**config.mk**
```make
export PLATFORM = sky130hd
export DESIGN_NAME = abs_reg_seq
export DESIGN_NICKNAME = d
export VERILOG_FILES = /design/src/rtl/abs_seq_pkg.sv /design/src/rtl/abs_seq_decode.sv /design/src/rtl/abs_seq_fsm.sv /design/src/rtl/abs_seq_err.sv /design/src/rtl/abs_reg_seq.sv
export SDC_FILE = /design/constraint.sdc
export NUM_CORES = 1
export LEC_CHECK = 0
export BUFFER_PORTS_ARGS = -buffer_cell sky130_fd_sc_hd__buf_2
export CORE_AREA = 4 4 130 132
export DETAILED_ROUTE_END_ITERATION = 8
export DIE_AREA = 0 0 134 136
export PLACE_DENSITY = 0.53
export SYNTH_ARGS = -nofsm -noshare
export SYNTH_HDL_FRONTEND = slang
export SYNTH_SLANG_ARGS = --single-unit
```
**constraint.sdc**
```tcl
create_clock -name clk -period 7.2 [get_ports clk]
set_input_delay 0.36 -clock clk [delete_from_list [all_inputs] [get_ports clk]]
set_output_delay 0.36 -clock clk [all_outputs]
set_load 0.01 [all_outputs]
```
**src/rtl/abs_seq_pkg.sv**
```systemverilog
package abs_seq_pkg;
   localparam int CMD_W    = 32;
   localparam int TYPE_LSB = 24;
   localparam int WR_BIT   = 16;
   localparam int REGNO_W  = 16;
   localparam int ERR_W    = 3;

   localparam logic [ERR_W-1:0] ERR_NONE  = 3'd0;
   localparam logic [ERR_W-1:0] ERR_BUSY  = 3'd1;
   localparam logic [ERR_W-1:0] ERR_UNSUP = 3'd2;
   localparam logic [ERR_W-1:0] ERR_EXC   = 3'd3;

   typedef enum logic [1:0] {DEST_CSR, DEST_SC, DEST_FP, DEST_BAD} dest_e;
   typedef enum logic [1:0] {LOAD_NONE, LOAD_CSR, LOAD_SC, LOAD_FP} load_e;
   typedef enum logic [2:0] {
      S_IDLE, S_CSR_ISSUE, S_CSR_WAIT, S_SC_RD, S_SC_WR, S_FP_RD, S_FP_WR
   } seq_state_e;
endpackage

```
**src/rtl/abs_seq_decode.sv**
```systemverilog
module abs_seq_decode
   import abs_seq_pkg::*;
#(
   parameter int CSR_SPAN  = 4096,
   parameter int SC_BASE   = 4096,
   parameter int FP_BASE   = 4128,
   parameter int RF_DEPTH  = 32,
   parameter bit HAS_FLOAT = 1'b1,
   localparam int IW      = $clog2(RF_DEPTH),
   localparam int CSR_AW  = $clog2(CSR_SPAN)
) (
   input  logic [CMD_W-1:0]  cmd,
   output logic              type_ok,
   output logic              is_write,
   output dest_e             dest,
   output logic [IW-1:0]     idx,
   output logic [CSR_AW-1:0] csr_addr
);
   localparam logic [REGNO_W-1:0] CSR_END = REGNO_W'(CSR_SPAN);
   localparam logic [REGNO_W-1:0] SC_LO   = REGNO_W'(SC_BASE);
   localparam logic [REGNO_W-1:0] SC_HI   = REGNO_W'(SC_BASE + RF_DEPTH);
   localparam logic [REGNO_W-1:0] FP_LO   = REGNO_W'(FP_BASE);
   localparam logic [REGNO_W-1:0] FP_HI   = REGNO_W'(FP_BASE + RF_DEPTH);

   logic [REGNO_W-1:0] regno, sc_off, fp_off;
   logic               csr_hit, sc_hit, fp_hit;

   assign type_ok  = (cmd[CMD_W-1:TYPE_LSB] == '0);
   assign is_write = cmd[WR_BIT];
   assign regno    = cmd[REGNO_W-1:0];
   assign sc_off   = regno - SC_LO;
   assign fp_off   = regno - FP_LO;
   assign csr_hit  = (regno < CSR_END);
   assign sc_hit   = (regno >= SC_LO) && (regno < SC_HI);

   generate
      if (HAS_FLOAT) begin : g_fp_on
         assign fp_hit = (regno >= FP_LO) && (regno < FP_HI);
      end else begin : g_fp_off
         assign fp_hit = 1'b0;
      end
   endgenerate

   always_comb begin
      if (csr_hit)     dest = DEST_CSR;
      else if (sc_hit) dest = DEST_SC;
      else if (fp_hit) dest = DEST_FP;
      else             dest = DEST_BAD;
   end

   assign idx      = fp_hit ? fp_off[IW-1:0] : sc_off[IW-1:0];
   assign csr_addr = regno[CSR_AW-1:0];

   logic unused_fields;
   assign unused_fields = ^{cmd[TYPE_LSB-1:WR_BIT+1], sc_off[REGNO_W-1:IW], fp_off[REGNO_W-1:IW],
                            regno[REGNO_W-1:CSR_AW]};
endmodule

```
**src/rtl/abs_seq_fsm.sv**
```systemverilog
module abs_seq_fsm
   import abs_seq_pkg::*;
#(
   parameter int IW     = 5,
   parameter int CSR_AW = 12
) (
   input  logic              clk,
   input  logic              rst_n,
   input  logic              start,
   input  dest_e             dest,
   input  logic              is_write,
   input  logic [IW-1:0]     idx,
   input  logic [CSR_AW-1:0] csr_addr,
   input  logic              csr_rd_valid,
   input  logic              sc_wr_ready,
   output logic              busy,
   output logic              csr_valid,
   output logic              csr_write,
   output logic [CSR_AW-1:0] csr_addr_q,
   output logic              sc_wr_valid,
   output logic              fp_wr_valid,
   output logic [IW-1:0]     idx_q,
   output load_e             load_sel
);
   seq_state_e state, state_nx;

   always_comb begin
      state_nx = state;
      load_sel = LOAD_NONE;
      unique case (state)
         S_IDLE: if (start) begin
            unique case (dest)
               DEST_CSR: state_nx = S_CSR_ISSUE;
               DEST_SC:  state_nx = is_write ? S_SC_WR : S_SC_RD;
               DEST_FP:  state_nx = is_write ? S_FP_WR : S_FP_RD;
               default:  state_nx = S_IDLE;
            endcase
         end
         S_CSR_ISSUE: begin
            if (csr_write) state_nx = S_IDLE;
            else if (csr_rd_valid) begin
               state_nx = S_IDLE;
               load_sel = LOAD_CSR;
            end else state_nx = S_CSR_WAIT;
         end
         S_CSR_WAIT: if (csr_rd_valid) begin
            state_nx = S_IDLE;
            load_sel = LOAD_CSR;
         end
         S_SC_RD: begin
            state_nx = S_IDLE;
            load_sel = LOAD_SC;
         end
         S_SC_WR: if (sc_wr_ready) state_nx = S_IDLE;
         S_FP_RD: begin
            state_nx = S_IDLE;
            load_sel = LOAD_FP;
         end
         S_FP_WR: state_nx = S_IDLE;
         default: state_nx = S_IDLE;
      endcase
   end

   always_ff @(posedge clk or negedge rst_n) begin
      if (!rst_n) begin
         state      <= S_IDLE;
         csr_write  <= 1'b0;
         csr_addr_q <= '0;
         idx_q      <= '0;
      end else begin
         state <= state_nx;
         if (state == S_IDLE && start) begin
            csr_write  <= is_write;
            csr_addr_q <= csr_addr;
            idx_q      <= idx;
         end
      end
   end

   assign busy        = (state != S_IDLE);
   assign csr_valid   = (state == S_CSR_ISSUE);
   assign sc_wr_valid = (state == S_SC_WR);
   assign fp_wr_valid = (state == S_FP_WR);
endmodule

```
**src/rtl/abs_seq_err.sv**
```systemverilog
module abs_seq_err
   import abs_seq_pkg::*;
(
   input  logic             clk,
   input  logic             rst_n,
   input  logic             set,
   input  logic [ERR_W-1:0] set_code,
   input  logic             clr,
   output logic [ERR_W-1:0] cmderr
);
   always_ff @(posedge clk or negedge rst_n) begin
      if (!rst_n)   cmderr <= ERR_NONE;
      else if (set) cmderr <= set_code;
      else if (clr) cmderr <= ERR_NONE;
   end
endmodule

```
**src/rtl/abs_reg_seq.sv**
```systemverilog
module abs_reg_seq
   import abs_seq_pkg::*;
#(
   parameter int XLEN      = 32,
   parameter int CSR_SPAN  = 4096,
   parameter int SC_BASE   = 4096,
   parameter int FP_BASE   = 4128,
   parameter int RF_DEPTH  = 32,
   parameter bit HAS_FLOAT = 1'b1,
   localparam int IW      = $clog2(RF_DEPTH),
   localparam int CSR_AW  = $clog2(CSR_SPAN)
) (
   input  logic              clk,
   input  logic              rst_n,
   input  logic              cmd_we,
   input  logic [CMD_W-1:0]  cmd_wdata,
   input  logic              data0_we,
   input  logic [XLEN-1:0]   data0_wdata,
   input  logic              err_clr,
   output logic [XLEN-1:0]   data0,
   output logic              busy,
   output logic [ERR_W-1:0]  cmderr,
   output logic              csr_valid,
   output logic              csr_write,
   output logic [CSR_AW-1:0] csr_addr,
   output logic [XLEN-1:0]   csr_wdata,
   input  logic              csr_rd_valid,
   input  logic [XLEN-1:0]   csr_rd_data,
   output logic              sc_wr_valid,
   input  logic              sc_wr_ready,
   output logic [IW-1:0]     sc_wr_idx,
   output logic [XLEN-1:0]   sc_wr_data,
   output logic [IW-1:0]     sc_rd_idx,
   input  logic [XLEN-1:0]   sc_rd_data,
   output logic              fp_wr_valid,
   output logic [IW-1:0]     fp_wr_idx,
   output logic [XLEN-1:0]   fp_wr_data,
   output logic [IW-1:0]     fp_rd_idx,
   input  logic [XLEN-1:0]   fp_rd_data
);
   generate
      if (XLEN < 8)
         $error("abs_reg_seq: XLEN too small");
      if ((1 << IW) != RF_DEPTH)
         $error("abs_reg_seq: RF_DEPTH must be a power of two");
      if (SC_BASE < CSR_SPAN || (HAS_FLOAT && FP_BASE < SC_BASE + RF_DEPTH))
         $error("abs_reg_seq: register number ranges overlap");
      if ((HAS_FLOAT ? FP_BASE : SC_BASE) + RF_DEPTH > (1 << REGNO_W))
         $error("abs_reg_seq: register ranges exceed register number width");
   endgenerate

   logic              type_ok, is_write, accept, start, err_set;
   dest_e             dest;
   logic [IW-1:0]     dec_idx, idx_q;
   logic [CSR_AW-1:0] dec_csr;
   logic [ERR_W-1:0]  err_code;
   load_e             load_sel;

   abs_seq_decode #(
      .CSR_SPAN(CSR_SPAN), .SC_BASE(SC_BASE), .FP_BASE(FP_BASE),
      .RF_DEPTH(RF_DEPTH), .HAS_FLOAT(HAS_FLOAT)
   ) i_decode (
      .cmd(cmd_wdata), .type_ok(type_ok), .is_write(is_write), .dest(dest),
      .idx(dec_idx), .csr_addr(dec_csr)
   );

   assign accept = cmd_we && !busy && (cmderr == ERR_NONE);
   assign start  = accept && type_ok && (dest != DEST_BAD);

   always_comb begin
      err_set  = 1'b1;
      err_code = ERR_NONE;
      if (cmd_we && busy && cmderr == ERR_NONE) err_code = ERR_BUSY;
      else if (accept && !type_ok)              err_code = ERR_UNSUP;
      else if (accept && dest == DEST_BAD)      err_code = ERR_EXC;
      else                                      err_set  = 1'b0;
   end

   abs_seq_err i_err (
      .clk(clk), .rst_n(rst_n), .set(err_set), .set_code(err_code),
      .clr(err_clr), .cmderr(cmderr)
   );

   abs_seq_fsm #(.IW(IW), .CSR_AW(CSR_AW)) i_fsm (
      .clk(clk), .rst_n(rst_n), .start(start), .dest(dest), .is_write(is_write),
      .idx(dec_idx), .csr_addr(dec_csr), .csr_rd_valid(csr_rd_valid),
      .sc_wr_ready(sc_wr_ready), .busy(busy), .csr_valid(csr_valid),
      .csr_write(csr_write), .csr_addr_q(csr_addr), .sc_wr_valid(sc_wr_valid),
      .fp_wr_valid(fp_wr_valid), .idx_q(idx_q), .load_sel(load_sel)
   );

   always_ff @(posedge clk or negedge rst_n) begin
      if (!rst_n) data0 <= '0;
      else begin
         unique case (load_sel)
            LOAD_CSR: data0 <= csr_rd_data;
            LOAD_SC:  data0 <= sc_rd_data;
            LOAD_FP:  data0 <= fp_rd_data;
            default:  if (data0_we && !busy) data0 <= data0_wdata;
         endcase
      end
   end

   assign csr_wdata  = data0;
   assign sc_wr_idx  = idx_q;
   assign sc_wr_data = data0;
   assign sc_rd_idx  = idx_q;
   assign fp_wr_idx  = idx_q;
   assign fp_wr_data = data0;
   assign fp_rd_idx  = idx_q;
endmodule

```
==> results of run 1 <==
[logic make-up (layout without fill, tap and decap cells)]
family / Yosys count / count (layout) / synth area share
AND/OR/NAND/NOR: 98 / 98 / 0.118
multiplexers: 13 / 13 / 0.0503
XOR/XNOR: 2 / 2 / 0.00479
adder cells (fa/ha/maj): 4 / 4 / 0.0137
flip-flops: 50 / 50 / 0.342
buffers and inverters: 145 / 343 / 0.273
other: 1 / 1 / 0.00103
AO/OA/AOI/OAI: 107 / 107 / 0.197
[final timing paths]
check | to | slack [ns]
setup / recovery | csr_wdata[4] | 4.46
max in group asynchronous | csr_wdata[27] | 6.58
hold reg to reg | i_fsm.csr_addr_q[6] | 0.51
setup reg to reg | csr_wdata[4] | 4.46
min in group clk | i_fsm.state[2] | 0.26
hold / removal | i_fsm.csr_addr_q[6] | 0.17
[critical path: cells and delay by family (launching register included)]
family          cells  cell delay, ns
flops               1            0.45
fa+ha+maj           1            0.44
simple gates        4            0.60
compound gates      4            0.76
buf+inv             1            0.33
[per-layer routing]
metal,vias up,wire [um],share of wire,global-route usage
li1,1761,-,-,-
met1,1676,5110,0.41,0.159
met2,176,6360,0.50,0.219
met3,8,1020,0.081,0.0274
met4,0,106,0.0084,0.0303
met5,-,0,0,0
[report_power, final]
part           switching [mW]  internal, mW
Clock                   0.117         0.164
Sequential             0.0215         0.298
Combinational          0.0944        0.0848
[synth_stat cells, types with 2 or more instances]
cell type,count,area [um2]
sky130_fd_sc_hd__nor3_1,4,20.0
sky130_fd_sc_hd__a21oi_1,3,15.0
sky130_fd_sc_hd__buf_4,117,878
sky130_fd_sc_hd__o21ai_0,66,330
sky130_fd_sc_hd__mux2_4,10,150
sky130_fd_sc_hd__a222oi_1,32,320
sky130_fd_sc_hd__ha_1,4,50.1
sky130_fd_sc_hd__nor4_1,2,12.5
sky130_fd_sc_hd__buf_1,3,11.3
sky130_fd_sc_hd__clkbuf_1,20,75.1
sky130_fd_sc_hd__nor2_1,7,26.3
sky130_fd_sc_hd__nand2_1,69,259
sky130_fd_sc_hd__and2_1,2,12.5
sky130_fd_sc_hd__xor2_1,2,17.5
sky130_fd_sc_hd__nand4_1,2,12.5
sky130_fd_sc_hd__o32ai_1,2,17.5
sky130_fd_sc_hd__nor2b_1,2,12.5
sky130_fd_sc_hd__mux2_2,3,33.8
sky130_fd_sc_hd__dfrtp_1,50,1250
sky130_fd_sc_hd__inv_1,3,11.3
sky130_fd_sc_hd__nand2b_1,5,31.3
[through the flow]
step           cells  worst slack, ns  power [mW]
4_1_cts          834             4.40       0.798
2_1_floorplan    420             4.94       0.451
3_3_place_gp     826             4.45       0.506
5_1_grt          834             4.12       0.827
6_report         834             4.46       0.781
3_5_place_dp     826             4.42       0.508
[final cells by class]
type	instances	share of cell area
Inverter	4	0.00313
Multi-Input combinational cell	225	0.296
Tap cell	216	0.0564
Clock inverter	3	0.00940
Clock buffer	5	0.0261
Timing Repair Buffer	331	0.348
Sequential cell	50	0.261
[state kept, by name, summed over array words and instances (netlist names)]
register and count:
i_fsm.csr_addr_q 8, i_fsm.idx_q 4, i_fsm.csr_write 1, csr_wdata 32, i_err.cmderr 2, i_fsm.state 3
==> results.md, run 1 <==
| Stage | Item | Reported |
| --- | --- | --- |
| outcome | Run status | finished clean |
| timing | Worst hold margin | 0.172 ns |
| die | DIE AREA | 0.0182 mm2 |
| logic synthesis | Warnings, synthesis | 0 |
| layout | Count of filler cells inserted in the layout | 1734 |
| global routing | Wire length of the first global-routing pass | 18.2 mm |
| die | Core area | 0.0157 mm2 |
| pwr | Power density relative to cell area | 163 mW/mm2 |
| global routing | Via count of the first global-routing pass | 3377 |
| critical path | Required time worst endpoint | 7.36 ns |
| critical path | Largest fanout on the critical path | 18 |
| layout | Area taken by flip-flops and latches | 0.00125 mm2 |
| job | Max-capacitance violation count | 0 |
| logic synthesis | Fraction of the yosys area taken by sequential cells | 0.342 |
| logic synthesis | Distinct cell type count after synthesis | 33 |
| layout | Highest-count cells in the layout ignoring fill and taps | sky130_fd_sc_hd__buf_2, sky130_fd_sc_hd__nand2_1, sky130_fd_sc_hd__o21ai_0, sky130_fd_sc_hd__dfrtp_1, sky130_fd_sc_hd__a222oi_1 |
| logic synthesis | Post-Synthesis Cell Area | 0.00366 mm2 |
| drt | Starting DRT DRC Count | 223 |
| timing | Max Clk Rate | 366 MHz |
| clock tree | Setup repair bufs after CTS | 0 |
| drt | Wire length per cell | 15.1 um |
| timing | Hold Violations, Final | 0 |
| drt | First-pass iteration count of the detailed router | 6 |
| critical path | Category of the worst setup path capture point | register |
| placement | Routability-driven placement congestion ratio | 0.743 |
| layout | Area Overhead vs Synth | 31.1% |
| drt | Vias | 3621 |
| layout | Fraction of layout instances using a drive strength above 1 | 0.578 |
| die | Die extent in x | 134 um |
| die | Height of the die | 136 um |
| layout | Final Core Density | 0.305 |
| clock tree | Total clock buffers created by CTS | 5 |
| critical path | Worst reg-to-reg path cell count | 10 |
| critical path | Worst stage delay on the critical path | 0.48 ns |
| critical path | Most Frequent Cell on Critical Path | sky130_fd_sc_hd__o21ai_0 |
| layout | Final #Nets | 788 |
| clock tree | Maximum level of the CTS H-tree | 2 |
| logic synthesis | Post-synthesis cell count | 420 |
| pwr | Leak pwr | 2.57 nW |
| timing | Endpoints failing setup | 0 |
| timing | Worst clock skew | 0.00421 ns |
| timing | Tightest Pin Transition | 0.957 ns |
| critical path | Reg-to-Reg Start | i_fsm.state[0] |
| clock tree | CTS resizes | 0 |
| logic synthesis | Number of synthesized register bits | 50 |
| logic synthesis | Number of nets produced by synthesis | 591 |
| layout | Multi-input gate area | 0.00142 mm2 |
| die | I/O pin count | 335 |
| clock tree | Cell at the root of the clock tree | sky130_fd_sc_hd__clkbuf_16 |
| clock tree | Number of clock sinks | 50 |
| logic synthesis | Share of flip-flops with an asynchronous set or reset after synthesis | 1.00 |
| critical path | Crit path cell chain | nor2b_1 > nor2b_1 > o21ai_0 > and2_1 > ha_1 > buf_4 > a222oi_1 > nand2_1 > o21ai_0 > o21ai_0 |
| timing | TNS Setup | 0 ns |
| global routing | Overflow after GRT | 0 |
| clock tree | Clock network latency to the later pin of the worst-skew pair | 0.30 ns |
| timing | Fin crit share | 0.380 |
| logic synthesis | Number of synthesized flops with an enable pin | 0 |
| clock tree | Clock tree from TritonCTS | built |
| global routing | Largest net degree at the start of global routing | 65 |
| global routing | Initial antenna violation count | 0 |
| placement | Cell Area, Placed | 0.00462 mm2 |
| critical path | Origin of the worst setup path | i_fsm.state[0] |
| drt | WL final | 12.6 mm |
| logic synthesis | Syn avg cell area | 8.70 um2 |
| die | Placement Rows | 46 |
| layout | Number of diodes | 0 |
| clock tree | Clock-pin slew of the registers on the worst-case setup and hold paths | 0.07 ns |
| critical path | Slowest cell on the critical path | sky130_fd_sc_hd__a222oi_1 |
| critical path | Crit path kind | register to register |
| timing | Total count of max-transition violations in the final report | 0 |
| placement | Placed wire-length estimate after detailed placement | 9.85 mm |
| critical path | Worst Path Arrival | 2.89 ns |
| drt | Mean number of vias per cell | 4.34 |
| global routing | Global Route Usage Sum | 0.126 |
| layout | Leading cell type in the layout, fill and taps excluded | sky130_fd_sc_hd__buf_2 |
| logic synthesis | Main synth FF type | sky130_fd_sc_hd__dfrtp_1 |
| pwr | Worst voltage drop across the vdd grid | 0.0780 mV |
| critical path | Worst setup SP type | register |
| hold path | Classification of the worst-slack hold path | input port to async pin |
| placement | Number of I/O port buffers | 326 |
| drt | Number of design rule violations left after detail routing | 0 |
| timing | Post-layout minimum cycle time | 2.74 ns |
| clock tree | Bufs on Longest Clock Path | 2 |
| timing | Slew HR | 0.361 |
| die | Initial core utilization | 0.233 |
| drt | Count of antenna-violating nets left after detailed routing | 0 |
| timing | Setup repair after global routing missed its margin | false |
| clock tree | Quantity of hold-fixing buffers added after cts | 0 |
| layout | Final Cell Area | 0.00479 mm2 |
Power figures use the tool's default switching activity.
==> run 2: changes to the inputs <==
--- a/config.mk
+++ b/config.mk
@@ -9,7 +9,7 @@
 export CORE_AREA = 4 4 130 132
 export DETAILED_ROUTE_END_ITERATION = 8
 export DIE_AREA = 0 0 134 136
-export PLACE_DENSITY = 0.53
+export PLACE_DENSITY = 0.55
 export SYNTH_ARGS = -nofsm -noshare
 export SYNTH_HDL_FRONTEND = slang
 export SYNTH_SLANG_ARGS = --single-unit
==> constraint.sdc (replaced) <==
create_clock -name clk -period 2.35 [get_ports clk]
set_input_delay 0.1175 -clock clk [delete_from_list [all_inputs] [get_ports clk]]
set_output_delay 0.1175 -clock clk [all_outputs]
set_load 0.01 [all_outputs]
==> results.md, run 2 (synthesis results as in run 1) <==
| Stage | Item | Reported | Delta |
| --- | --- | --- | --- |
| outcome | Run status | finished clean |  |
| hold path | Classification of the worst-slack hold path | input port to register |  |
| layout | Final Cell Area | 0.00504 mm2 | +5.2% |
| drt | Post-Route M1 WL | 5.24 mm | +2.6% |
| critical path | Worst Path Arrival | 2.29 ns | -0.60 ns |
| timing | Total count of max-transition violations in the final report | 0 | unchanged |
| drt | Routed met3 length | 1.05 mm | +2.6% |
| pwr | Leak pwr | 2.69 nW | +4.6% |
| hold path | Worst Hold Launch | sc_wr_ready |  |
| timing | TNS Setup | 0 ns | unchanged |
| clock tree | Bufs on Longest Clock Path | 2 | unchanged |
| placement | Placed wire-length estimate after detailed placement | 10.1 mm | +2.6% |
| pwr | Combinational fraction of design power | 0.239 | +0.009 |
| die | Core area | 0.0157 mm2 | unchanged |
| layout | Highest-count cells in the layout ignoring fill and taps | sky130_fd_sc_hd__buf_2, sky130_fd_sc_hd__nand2_1, sky130_fd_sc_hd__o21ai_0, sky130_fd_sc_hd__dfrtp_1, sky130_fd_sc_hd__a222oi_1 |  |
| drt | WL final | 12.9 mm | +2.5% |
| timing | Hold Violations, Final | 0 | unchanged |
| die | Height of the die | 136 um | unchanged |
| die | I/O pin count | 335 | unchanged |
| layout | Area taken by flip-flops and latches | 0.00125 mm2 | unchanged |
| global routing | Initial antenna violation count | 0 | unchanged |
| drt | Top metal layer carrying routed signals | met4 |  |
| timing | Tightest Pin Transition | 0.637 ns | -0.320 ns |
| critical path | Worst reg-to-reg path cell count | 11 | +1 |
| layout | Number of diodes | 0 | unchanged |
| placement | Cell Area, Placed | 0.00480 mm2 | +4.0% |
| pwr | Clock power frac | 0.351 | -0.010 |
| critical path | Largest fanout on the critical path | 30 | +12 |
| critical path | Worst setup SP type | register |  |
| clock tree | Clock-pin slew of the registers on the worst-case setup and hold paths | 0.07 ns | about the same |
| critical path | Reg-to-Reg Start | i_fsm.state[1] |  |
| placement | Post-place setup slack | 0.126 ns | -4.29 ns |
| global routing | Overflow after GRT | 0 | unchanged |
| critical path | Worst stage delay on the critical path | 0.38 ns | -0.10 ns |
| die | Placement Rows | 46 | unchanged |
| die | Die extent in x | 134 um | unchanged |
| global routing | Via count of the first global-routing pass | 3423 | +1.4% |
| pwr | Reg power frac | 0.410 | about the same |
| clock tree | Maximum level of the CTS H-tree | 2 | unchanged |
| drt | Count of antenna-violating nets left after detailed routing | 0 | unchanged |
| pwr | Sw power | 0.700 mW | +200% |
| pwr | Worst voltage drop across the vdd grid | 0.402 mV | +420% |
| timing | Worst clock skew | 0.00869 ns | +0.00448 ns |
| job | Max-capacitance violation count | 0 | unchanged |
| global routing | Largest net degree at the start of global routing | 47 | -28% |
| critical path | Slowest cell on the critical path | sky130_fd_sc_hd__dfrtp_1 |  |
| timing | Fin crit share | 0.900 | +0.520 |
| placement | Routability-driven placement congestion ratio | 0.723 | -2.7% |
| layout | Count of filler cells inserted in the layout | 1677 | -3.3% |
| critical path | Crit path kind | register to register |  |
| timing | Post-layout minimum cycle time | 2.12 ns | -0.620 ns |
| critical path | Family with the most delay on the worst path | simple AND/OR/NAND/NOR gates |  |
| drt | First-pass iteration count of the detailed router | 9 | +3 |
| pwr | Switching portion of total power | 0.293 | -0.00619 |
| die | Initial core utilization | 0.233 | unchanged |
| pwr | Internal | 1.69 mW | +210% |
| critical path | CP Buf/Inv Count | 3 | +2 |
| drt | Wire length per cell | 15.2 um | +0.70% |
| critical path | Category of the worst setup path capture point | register |  |
| drt | Number of design rule violations left after detail routing | 0 | unchanged |
| drt | Mean number of vias per cell | 4.35 | +0.16% |
| timing | Setup repair after global routing missed its margin | false |  |
| drt | Met2 layer wire length in the routed design | 6.51 mm | +2.4% |
| global routing | Global Route Usage Sum | 0.128 | +0.00231 |
| drt | Starting DRT DRC Count | 176 | -21% |
| layout | Area Overhead vs Synth | 37.9% |  |
| timing | Endpoints failing setup | 0 | unchanged |
| drt | Vias | 3692 | +2.0% |
| layout | Fraction of layout instances using a drive strength above 1 | 0.588 | +0.0100 |
| clock tree | Clock tree from TritonCTS | built |  |
| timing | Slew HR | 0.575 | +0.214 |
| clock tree | Cell at the root of the clock tree | sky130_fd_sc_hd__clkbuf_16 |  |
| pwr | Power density relative to cell area | 474 mW/mm2 | +190% |
| timing | Worst setup margin | 0.234 ns | -4.23 ns |
| layout | Leading cell type in the layout, fill and taps excluded | sky130_fd_sc_hd__buf_2 |  |
| hold path | End point of the worst hold path | i_fsm.state[2] |  |
| critical path | Crit path cell chain | nor2b_2 > nor2b_1 > o21ai_1 > nand2_1 > ha_2 > buf_12 > nand2b_1 > a21oi_4 > buf_12 > buf_12 > o21ai_0 |  |
| critical path | Setup slack of the most critical reg-to-reg path | 0.23 ns | -4.23 ns |
| die | DIE AREA | 0.0182 mm2 | unchanged |
| global routing | Wire length of the first global-routing pass | 18.4 mm | +1.1% |
| critical path | Required time worst endpoint | 2.52 ns | -4.84 ns |
| timing | Max Clk Rate | 473 MHz | +29% |
| critical path | Most Frequent Cell on Critical Path | sky130_fd_sc_hd__buf_12 |  |
| layout | Final #Nets | 803 | +1.9% |
| clock tree | Total clock buffers created by CTS | 5 | unchanged |
| placement | Number of I/O port buffers | 326 | unchanged |
| clock tree | Number of clock sinks | 50 | unchanged |
| clock tree | Clock network latency to the later pin of the worst-skew pair | 0.30 ns | about the same |
| layout | Largest register FFs | 32 | unchanged |
| hold path | Cells on Worst Hold Path | 2 |  |
| layout | Multi-input gate area | 0.00142 mm2 | +0.35% |
| timing | Worst hold margin | 0.0222 ns | -0.150 ns |
| critical path | Terminus of the critical flop-to-flop path | csr_wdata[2] |  |
[run 2: per-layer routing]
layer  global-route usage  up-vias
met5                    0        -
met3               0.0285       10
met1                0.158     1718
met2                0.229      174
li1                     -     1790
met4               0.0291        0
[run 2: power groups by stage]
stage / logic (mW) / registers [mW] / clock network (mW)
2_1_floorplan: 0.367 / 1.01 / 0
3_3_place_gp: 0.562 / 0.997 / 0
3_5_place_dp: 0.566 / 1.00 / 0
4_1_cts: 0.570 / 0.983 / 0.883
5_1_grt: 0.626 / 0.994 / 0.905
6_report: 0.570 / 0.981 / 0.839
[run 2: repair_timing]
item | CTS | global route
resized for setup | 0 | 3
endpoints found under the hold margin | 25 | 0
hold buffers | 2 | 0
setup buffers | 0 | 1
endpoints found under the setup margin | 0 | 32
[run 2: metrics by stage]
| stage | cells | power [mW] | util |
|---|---|---|---|
| floorplan | 420 | 1.38 | - |
| global placement | 837 | 1.56 | 0.306 |
| detailed placement | 837 | 1.57 | 0.306 |
| CTS | 847 | 2.44 | 0.318 |
| global route | 849 | 2.52 | 0.321 |
| finish | 849 | 2.39 | 0.321 |
[run 2: worst max-delay path by stage]
stage,start,end,slack (ns),cells past startpoint
after floorplan,i_fsm.state[1],csr_wdata[28],0.09,11
after global placement,i_fsm.state[1],csr_wdata[25],0.1,10
after detailed placement,i_fsm.state[1],csr_wdata[16],0.13,10
after CTS,i_fsm.state[1],csr_wdata[25],0.09,10
after global routing,i_fsm.state[1],csr_wdata[25],0.005,10
final,i_fsm.state[1],csr_wdata[2],0.23,11
[run 2: area by class of cell]
type | count | area share
timing repair buffer | 346 | 0.380
multi-input combinational | 225 | 0.282
sequential | 50 | 0.248
tap | 216 | 0.0536
clock buffer | 5 | 0.0248
clock inverter | 3 | 0.00794
inverter | 4 | 0.00298
